<file path="config.mk">
export PLATFORM = sky130hd
export DESIGN_NAME = latch_addr_ram
export DESIGN_NICKNAME = d
export VERILOG_FILES = /design/src/rtl/latram_pkg.sv /design/src/rtl/input_sync.sv /design/src/rtl/addr_capture.sv /design/src/rtl/word_store.sv /design/src/rtl/latch_addr_ram.sv
export SDC_FILE = /design/constraint.sdc
export NUM_CORES = 1
export LEC_CHECK = 0
export BUFFER_PORTS_ARGS = -buffer_cell sky130_fd_sc_hd__buf_2
export CAP_MARGIN = 20
export CORE_MARGIN = 2
export CORE_UTILIZATION = 59
export CTS_CLUSTER_SIZE = 25
export DETAILED_ROUTE_END_ITERATION = 12
export PLACE_DENSITY_LB_ADDON = 0.12
export SLEW_MARGIN = 25
export SYNTH_ARGS = -nofsm -noshare
export SYNTH_HDL_FRONTEND = slang
export SYNTH_SLANG_ARGS = --single-unit
</file>
<file path="constraint.sdc">
create_clock -name clk -period 3 [get_ports clk]
set_input_delay 0.3 -clock clk [delete_from_list [all_inputs] [get_ports clk]]
set_output_delay 0.3 -clock clk [all_outputs]
set_load 0.05 [all_outputs]
</file>
<file path="src/rtl/latram_pkg.sv">
package latram_pkg;

   // control strobes travel together through the input synchroniser
   typedef struct packed {
      logic me_n;
      logic we_n;
   } ctl_t;

   // what the memory does in the current cycle
   typedef enum logic [1:0] {
      ACC_IDLE  = 2'b00,
      ACC_READ  = 2'b01,
      ACC_WRITE = 2'b10
   } acc_e;

   localparam int unsigned CTL_W = $bits(ctl_t);

endpackage

</file>
<file path="src/rtl/input_sync.sv">
module input_sync #(
   parameter int unsigned WIDTH   = 1,
   parameter int unsigned STAGES  = 2,
   parameter logic        RST_VAL = 1'b0
) (
   input  logic             clk,
   input  logic             rst_n,
   input  logic [WIDTH-1:0] d,
   output logic [WIDTH-1:0] q
);

   localparam logic [WIDTH-1:0] RST_WORD = {WIDTH{RST_VAL}};

   generate
      if (WIDTH < 1) begin : g_bad_width
         $error("input_sync: WIDTH must be at least 1");
      end
      if (STAGES < 1) begin : g_bad_stages
         $error("input_sync: STAGES must be at least 1");
      end
   endgenerate

   logic [WIDTH-1:0] stg [STAGES];

   generate
      for (genvar i = 0; i < STAGES; i++) begin : g_stage
         if (i == 0) begin : g_first
            always_ff @(posedge clk or negedge rst_n) begin
               if (!rst_n) stg[0] <= RST_WORD;
               else        stg[0] <= d;
            end
         end else begin : g_next
            always_ff @(posedge clk or negedge rst_n) begin
               if (!rst_n) stg[i] <= RST_WORD;
               else        stg[i] <= stg[i-1];
            end
         end
      end
   endgenerate

   assign q = stg[STAGES-1];

endmodule

</file>
<file path="src/rtl/addr_capture.sv">
module addr_capture #(
   parameter int unsigned ADDR_W = 4
) (
   input  logic              clk,
   input  logic              rst_n,
   input  logic              me_n_s,
   input  logic [ADDR_W-1:0] addr_s,
   output logic              fall,
   output logic              live,
   output logic [ADDR_W-1:0] addr_eff
);

   generate
      if (ADDR_W < 1) begin : g_bad_aw
         $error("addr_capture: ADDR_W must be at least 1");
      end
   endgenerate

   logic              me_n_d;
   logic              selected;
   logic [ADDR_W-1:0] addr_q;

   // previous select sample; reset low so a select held low from reset gives no edge
   always_ff @(posedge clk or negedge rst_n) begin
      if (!rst_n) me_n_d <= 1'b0;
      else        me_n_d <= me_n_s;
   end

   assign fall = me_n_d & ~me_n_s;

   always_ff @(posedge clk or negedge rst_n) begin
      if (!rst_n)      selected <= 1'b0;
      else if (me_n_s) selected <= 1'b0;
      else if (fall)   selected <= 1'b1;
   end

   always_ff @(posedge clk or negedge rst_n) begin
      if (!rst_n)    addr_q <= '0;
      else if (fall) addr_q <= addr_s;
   end

   // the detect cycle already works on the freshly captured address
   assign live     = ~me_n_s & (selected | fall);
   assign addr_eff = fall ? addr_s : addr_q;


   addr_load_chk: assert property (@(posedge clk) disable iff (!rst_n)
      fall |=> (addr_q == $past(addr_s)));


   addr_hold_chk: assert property (@(posedge clk) disable iff (!rst_n)
      !fall |=> $stable(addr_q));


   sel_via_fall_chk: assert property (@(posedge clk) disable iff (!rst_n)
      $rose(selected) |-> $past(fall));


   sel_drop_chk: assert property (@(posedge clk) disable iff (!rst_n)
      me_n_s |=> !selected);

endmodule

</file>
<file path="src/rtl/word_store.sv">
module word_store #(
   parameter int unsigned ADDR_W = 4,
   parameter int unsigned DATA_W = 4
) (
   input  logic              clk,
   input  logic              rst_n,
   input  logic              wr_en,
   input  logic [ADDR_W-1:0] addr,
   input  logic [DATA_W-1:0] wr_data,
   output logic [DATA_W-1:0] rd_word
);

   localparam int unsigned DEPTH = 1 << ADDR_W;

   generate
      if (DATA_W < 1) begin : g_bad_dw
         $error("word_store: DATA_W must be at least 1");
      end
      if (ADDR_W > 10) begin : g_bad_depth
         $error("word_store: ADDR_W above 10 makes the array too large");
      end
   endgenerate

   // contents are left uninitialised on purpose
   logic [DATA_W-1:0] mem [DEPTH];

   always_ff @(posedge clk) begin
      if (wr_en) mem[addr] <= wr_data;
   end

   assign rd_word = mem[addr];


   wr_land_chk: assert property (@(posedge clk) disable iff (!rst_n)
      wr_en |=> (mem[$past(addr)] == $past(wr_data)));


   rd_keep_chk: assert property (@(posedge clk) disable iff (!rst_n)
      !wr_en |=> (mem[$past(addr)] == $past(mem[addr])));

endmodule

</file>
<file path="src/rtl/latch_addr_ram.sv">
module latch_addr_ram #(
   parameter int unsigned ADDR_W      = 4,
   parameter int unsigned DATA_W      = 4,
   parameter int unsigned SYNC_STAGES = 2
) (
   input  logic              clk,
   input  logic              rst_n,
   input  logic              me_n,
   input  logic              we_n,
   input  logic [ADDR_W-1:0] addr,
   input  logic [DATA_W-1:0] din,
   output logic [DATA_W-1:0] dout,
   output logic              dout_oe
);

   import latram_pkg::*;

   localparam int unsigned BUS_W = ADDR_W + DATA_W;

   generate
      if (SYNC_STAGES < 1) begin : g_bad_sync
         $error("latch_addr_ram: SYNC_STAGES must be at least 1");
      end
   endgenerate

   ctl_t              ctl_in;
   ctl_t              ctl_s;
   logic [BUS_W-1:0]  bus_in;
   logic [BUS_W-1:0]  bus_s;
   logic [ADDR_W-1:0] addr_s;
   logic [DATA_W-1:0] din_s;

   assign ctl_in = '{me_n: me_n, we_n: we_n};
   assign bus_in = {addr, din};

   input_sync #(.WIDTH(CTL_W), .STAGES(SYNC_STAGES), .RST_VAL(1'b0)) u_ctl_sync (
      .clk   (clk),
      .rst_n (rst_n),
      .d     (ctl_in),
      .q     (ctl_s)
   );

   input_sync #(.WIDTH(BUS_W), .STAGES(SYNC_STAGES), .RST_VAL(1'b0)) u_bus_sync (
      .clk   (clk),
      .rst_n (rst_n),
      .d     (bus_in),
      .q     (bus_s)
   );

   assign addr_s = bus_s[BUS_W-1:DATA_W];
   assign din_s  = bus_s[DATA_W-1:0];

   logic              fall;
   logic              live;
   logic [ADDR_W-1:0] addr_eff;

   addr_capture #(.ADDR_W(ADDR_W)) u_cap (
      .clk      (clk),
      .rst_n    (rst_n),
      .me_n_s   (ctl_s.me_n),
      .addr_s   (addr_s),
      .fall     (fall),
      .live     (live),
      .addr_eff (addr_eff)
   );

   acc_e acc;
   always_comb begin
      if (!live)          acc = ACC_IDLE;
      else if (ctl_s.we_n) acc = ACC_READ;
      else                acc = ACC_WRITE;
   end

   logic [DATA_W-1:0] rd_word;

   word_store #(.ADDR_W(ADDR_W), .DATA_W(DATA_W)) u_store (
      .clk     (clk),
      .rst_n   (rst_n),
      .wr_en   (acc == ACC_WRITE),
      .addr    (addr_eff),
      .wr_data (din_s),
      .rd_word (rd_word)
   );

   always_ff @(posedge clk or negedge rst_n) begin
      if (!rst_n) begin
         dout    <= '0;
         dout_oe <= 1'b0;
      end else if (acc == ACC_READ) begin
         dout    <= ~rd_word;
         dout_oe <= 1'b1;
      end else begin
         dout    <= '0;
         dout_oe <= 1'b0;
      end
   end


   oe_hiz_me_chk: assert property (@(posedge clk) disable iff (!rst_n)
      ctl_s.me_n |=> !dout_oe);


   oe_hiz_we_chk: assert property (@(posedge clk) disable iff (!rst_n)
      !ctl_s.we_n |=> !dout_oe);


   rd_inv_chk: assert property (@(posedge clk) disable iff (!rst_n)
      (acc == ACC_READ) |=> (dout_oe && (dout == ~$past(rd_word))));


   idle_zero_chk: assert property (@(posedge clk) disable iff (!rst_n)
      !dout_oe |-> (dout == '0));

endmodule

</file>
==> results of run 1 <==
[placed cells by master (no fill, tap or decap), types with 5 or more instances in the layout]
master,synthesis,final
nand2_1,12,12
buf_4,2,9
nor2_1,24,24
buf_2,2,16
mux2i_1,17,17
dfrtp_1,31,31
inv_1,6,6
a31oi_1,8,8
a21oi_1,5,5
clkbuf_8,0,9
edfxtp_1,64,64
[path summary, 6_finish.rpt]
check	depth (start not counted)	start	endpoint	slack (ns)
max	7	u_ctl_sync.q[1]$_DFF_PN0_	dout[0]$_DFF_PN0_	0.62
min	1	addr[2]	u_bus_sync.stg[14]$_DFF_PN0_	0.05
max reg2reg	7	u_ctl_sync.q[1]$_DFF_PN0_	dout[0]$_DFF_PN0_	0.62
min reg2reg	0	u_bus_sync.stg[10]$_DFF_PN0_	u_bus_sync.q[2]$_DFF_PN0_	0.35
max in group asynchronous	2	rst_n	u_bus_sync.q[3]$_DFF_PN0_	2.02
min in group asynchronous	2	rst_n	u_bus_sync.stg[14]$_DFF_PN0_	0.53
[layout make-up]
class | count | share of cell area
clock buffers | 9 | 0.0311
clock inverters | 7 | 0.0160
inverters | 7 | 0.00659
multi-input cells | 113 | 0.206
flip-flops and latches | 95 | 0.677
well taps | 75 | 0.0235
repair buffers | 26 | 0.0396
[routing by layer]
layer  global-route usage  wire (um)  vias up
met4               0.0833        148        0
met5                    0          0        -
met3               0.0626        405       15
met1                0.302       2800      978
li1                     -          -      895
met2                0.335       3170       52
[stage by stage]
step	hold slack, ns	instance area [um^2]	cells	worst slack (ns)
after global routing	0.0312	3990	332	0.449
after CTS	0.0332	3990	332	0.602
after global placement	0.332	3790	315	0.698
final	0.0461	3990	332	0.616
after floorplan	0.00441	3600	222	0.905
after detailed placement	0.335	3790	315	0.613
[report_power, final]
group,internal (mW),leakage [nW],switching [mW]
sequential,1.44,0.949,0.0351
combinational,0.111,0.450,0.157
clock,0.378,0.0957,0.410
total,1.92,1.49,0.602
[state kept, by name, indices dropped and copies added (netlist names)]
name / cells
u_store.mem: 64
u_bus_sync.q: 8
u_bus_sync.stg: 8
dout: 4
u_cap.addr_q: 4
u_ctl_sync.q: 2
u_ctl_sync.stg: 2
dout_oe: 1
u_cap.me_n_d: 1
u_cap.selected: 1
[cells by family after synthesis]
family,after synthesis
compound gates,31
buf+inv,14
flops,95
mux,26
simple gates,56
[worst max-delay path, stage by stage, from the launching register on]
cell	delay [ns]
dfrtp_1	0.44
nand2b_1	0.22
mux2i_4	0.54
buf_4	0.30
mux2i_1	0.29
o221ai_1	0.16
o21ai_0	0.10
nor4b_1	0.25
==> results_dict.tcl, run 1 <==
set metrics [dict create \
    synth-compound-area-share 0.0598 \
    power_leakage_nw 1.49 \
    powerDensity_mw_per_mm2 634 \
    ys_ff_latch 95 \
    via_per_inst 5.84 \
    relSlewSlack 0.538 \
    n_antenna_cell 0 \
    io_pins 17 \
    synth_top_area_frac 0.534 \
    async_reset_ff_frac 0.326 \
    die_area_mm2 0.00674 \
    max_slew.worst_pin.slew_ns 0.693 \
    clock_path_buffers 2 \
    post-route-drc-count 0 \
    start_util 0.608 \
    gp_congestion 0.842 \
    maxSlewViolCount 0 \
    cts_root_buf "clkbuf_8" \
    antenna_found_initial 0 \
    rsz0062_at_grt "false" \
    fill_cells 403 \
    cts_max_level 3 \
    synthMuxAreaShare 0.0932 \
    path_class "register to register" \
    multi_input_area_um2 822 \
    power_mw 2.53 \
    rows 28 \
    ir_drop_mv 0.420 \
    grtUsageTotal 0.219 \
    start_kind "register" \
    yosys.area.top_type "edfxtp_1" \
    fmax_mhz 419 \
    synth_xor_area_frac 0 \
    synth_common_cells "64 x edfxtp_1, 31 x dfrtp_1, 24 x nor2_1" \
    worst_clock_skew_ns 0.00797 \
    yosys_warnings 0 \
    dieHeight_um 82.1 \
    clock_sinks 95 \
    synthSimpleGateAreaFrac 0.0755 \
    fin_crit_ns 2.38 \
    synth_area_mm2 0.00360 \
    final_hold_viol_count 0 \
    seq_area_mm2 0.00270 \
    synthAdderAreaFrac 0 \
    drt_iter0_drc 148 \
    min_period_over_period 0.795 \
    crit_path_max_fanout 10 \
    yosysMostFrequentCell "edfxtp_1" \
    cp.required_ns 3.25 \
    layout-drive-gt1-share 0.191 \
    finalWirelength_um 6530 \
    synth_seq_area_share 0.750 \
    hold_class "input port to register" \
    vias 1940 \
    coreArea_mm2 0.00592 \
    setup_viol 0 \
    synth_top_family_by_area "multiplexers" \
    cp-end-kind "register" \
    syn_nets 234 \
    cts_made_buffers 9 \
    final.setup.tns_ns 0 \
    final_util 0.673 \
    crit_arrival_ns 2.64 \
    clock_latency_ns 0.35 \
    synth_cell_type_count 36 \
    clk_pin_slew_ns 0.09 \
    hpwlAfterDp_um 4500 \
    drv_cap 0 \
    status "finished clean" \
    final_nets 264 \
    synthCells 222 \
    synth_edf_count 64 \
    grt_pass1_vias 1907 \
    gr-total-overflow 0 \
    cts_resized 0 \
    synth_ff_type "edfxtp_1" \
    grt_pass1_wl_um 10100 \
    post-cts-setup-buffer-count 0 \
    syn2layout_area_growth_pct 10.8 \
    drt_pass1_iterations 4 \
    cts_tree "yes" \
    io_buffers 16 \
    wl_per_cell_um 19.7 \
    yosys-top-cells-area "edfxtp_1 53%, dfrtp_1 22%, mux2i_1 4.7%, nor2_1 2.5%, mux4_2 1.9%" \
    cts_hold_buf 1 \
    avgSynthCellArea_um2 16.2 \
    postRouteAntennaNets 0 \
    grt_max_degree 32 \
    fp.dieW_um 82.1 \
]
(Power assumes the default switching activity.)
==> inputs of run 2 (changes only) <==
- clock period: 3 -> 2.3 ns (I/O delays scaled with it)
==> run 2 against run 1 <==
Effect of this change: clock-buffer cell count did not move; largest power group unchanged; largest cell class unchanged; utilization up 3.5 points; critical path type unchanged; wire length shrank 1.5%.
==> results_dict.tcl, run 2 (synthesized netlist as in run 1, its figures left out) <==
set metrics [dict create \
    hpwlAfterDp_um 4460 \
    final_cell_mix "64 x edfxtp_1, 31 x dfrtp_1, 24 x nor2_1" \
    max_slew.worst_pin.slew_ns 0.700 \
    cpPeakStageDelay_ns 0.54 \
    drt_iter0_drc 152 \
    hold_class "register to register" \
    fin_area_mm2 0.00419 \
    postRouteAntennaNets 0 \
    largest_register "u_store.mem" \
    vias 1964 \
    rrSetupSlack_ns 0.17 \
    wl_met3_um 290 \
    grtUsageTotal 0.214 \
    finalWirelength_um 6430 \
    worst_hold_path.num_cells 0 \
    critPathSlowestCell "mux4_1" \
    largest_reg_flops 64 \
    cts_made_buffers 9 \
    via_per_inst 5.58 \
    n_antenna_cell 0 \
    worstHoldEndpoint "u_bus_sync.q[0]$_DFF_PN0_" \
    fp.dieW_um 82.1 \
    maxSlewViolCount 0 \
    grt_pass1_wl_um 9880 \
    power_mw 3.43 \
    start_util 0.608 \
    cp_num_buf_inv 1 \
    rr_endpoint "dout[3]$_DFF_PN0_" \
    final_nets 284 \
    grt_max_degree 32 \
    io_buffers 16 \
    post-route-drc-count 0 \
    hp-start "u_bus_sync.stg[8]$_DFF_PN0_" \
    path_class "register to register" \
    coreArea_mm2 0.00592 \
    place_area_mm2 0.00382 \
    r2r-start "u_ctl_sync.q[1]$_DFF_PN0_" \
    fill_cells 384 \
    multi_input_area_um2 828 \
    seq_area_mm2 0.00270 \
    clock_sinks 95 \
    crit_family "multiplexers" \
    relSlewSlack 0.533 \
    place_inst 320 \
    final_cells 352 \
    setup_viol 0 \
    dieHeight_um 82.1 \
    final_hold_viol_count 0 \
    crit_path_max_fanout 7 \
    grt_pass1_vias 1925 \
    top_layer_used "met4" \
    drv_cap 0 \
    cts_root_buf "clkbuf_8" \
    final.setup.tns_ns 0 \
    rsz0062_at_grt "false" \
    crit_arrival_ns 2.40 \
    final_common_cell "edfxtp_1" \
    cts_max_level 3 \
    rows 28 \
    antenna_found_initial 0 \
    status "finished clean" \
    clock_latency_ns 0.37 \
    wl_met2_um 3190 \
    cp-end-kind "register" \
    drt_pass1_iterations 4 \
    syn2layout_area_growth_pct 16.6 \
    cp.required_ns 2.57 \
    powerDensity_mw_per_mm2 819 \
    fmax_mhz 469 \
    gr-total-overflow 0 \
    io_pins 17 \
    power_leakage_nw 1.60 \
    min_period_over_period 0.926 \
    clock_path_buffers 2 \
    gp_congestion 0.796 \
    layout-drive-gt1-share 0.227 \
    path_cells "nand2b_1 > mux2i_4 > buf_4 > mux4_1 > nor2b_1 > nor4b_1" \
    ir_drop_mv 0.689 \
    r2r_cells 6 \
    cts_tree "yes" \
    wl_per_cell_um 18.3 \
    fin_crit_ns 2.13 \
    die_area_mm2 0.00674 \
    worst_clock_skew_ns 0.0103 \
    start_kind "register" \
    drt-met1-wl_um 2860 \
    clk_pin_slew_ns 0.10 \
]
[run 2: cell count changes in the layout (fill, tap and decap cells not counted), sizes merged]
cell	delta
clkinvlp	+1
dlygate4sd3	+10
buf	+10
inv	+3
clkinv	-4
[run 2: how the worst max path moves through the flow]
stage                               from                 to  slack, ns  cells after the start
2_1_floorplan  u_ctl_sync.q[1]$_DFF_PN0_  dout[3]$_DFF_PN0_       0.20                      6
3_3_place_gp      u_cap.me_n_d$_DFF_PN0_  dout[1]$_DFF_PN0_       0.20                      6
3_5_place_dp   u_ctl_sync.q[1]$_DFF_PN0_  dout[1]$_DFF_PN0_       0.11                      6
4_1_cts        u_ctl_sync.q[1]$_DFF_PN0_  dout[3]$_DFF_PN0_       0.09                      7
5_1_grt        u_ctl_sync.q[1]$_DFF_PN0_  dout[3]$_DFF_PN0_       0.03                      6
6_report       u_ctl_sync.q[1]$_DFF_PN0_  dout[3]$_DFF_PN0_       0.17                      6
[run 2: area by class of cell]
class                      instances  area share
timing repair buffer              46      0.0794
clock inverter                     7      0.0218
inverter                           7     0.00626
tap                               75      0.0224
sequential                        95       0.643
clock buffer                       9      0.0295
multi-input combinational        113       0.197
[run 2: what timing repair did]
| item | CTS | global route |
|---|---|---|
| endpoints found under the hold margin | 41 | 0 |
| hold buffers | 11 | 0 |
| resized for setup | 0 | 1 |
| setup buffers | 0 | 5 |
| endpoints found under the setup margin | 0 | 3 |
[run 2: per-layer routing]
layer | vias to the layer above | GRT usage
li1 | 936 | -
met1 | 966 | 0.278
met2 | 52 | 0.346
met3 | 10 | 0.0670
met4 | 0 | 0.0733
met5 | - | 0
[run 2: power by group]
| group | total, mW | switching, mW | leakage (nW) | internal (mW) |
|---|---|---|---|---|
| logic | 0.383 | 0.213 | 0.544 | 0.170 |
| clock network | 1.14 | 0.608 | 0.105 | 0.528 |
| registers | 1.91 | 0.0418 | 0.949 | 1.87 |
[run 2: worst register-to-register path, cell delays in order (launching register included)]
cell and delay (ns):
dfrtp_1 0.36, nand2b_1 0.21, mux2i_4 0.37, buf_4 0.18, mux4_1 0.54, nor2b_1 0.14, nor4b_1 0.24
[run 2: metrics by stage]
| step | worst slack [ns] | hold slack [ns] | utilization |
|---|---|---|---|
| after detailed placement | 0.110 | 0.316 | 0.646 |
| after floorplan | 0.205 | -0.0656 | - |
| final | 0.170 | 0.350 | 0.708 |
| after global routing | 0.0325 | 0.362 | 0.708 |
| after CTS | 0.0868 | 0.358 | 0.701 |
| after global placement | 0.205 | 0.309 | 0.646 |
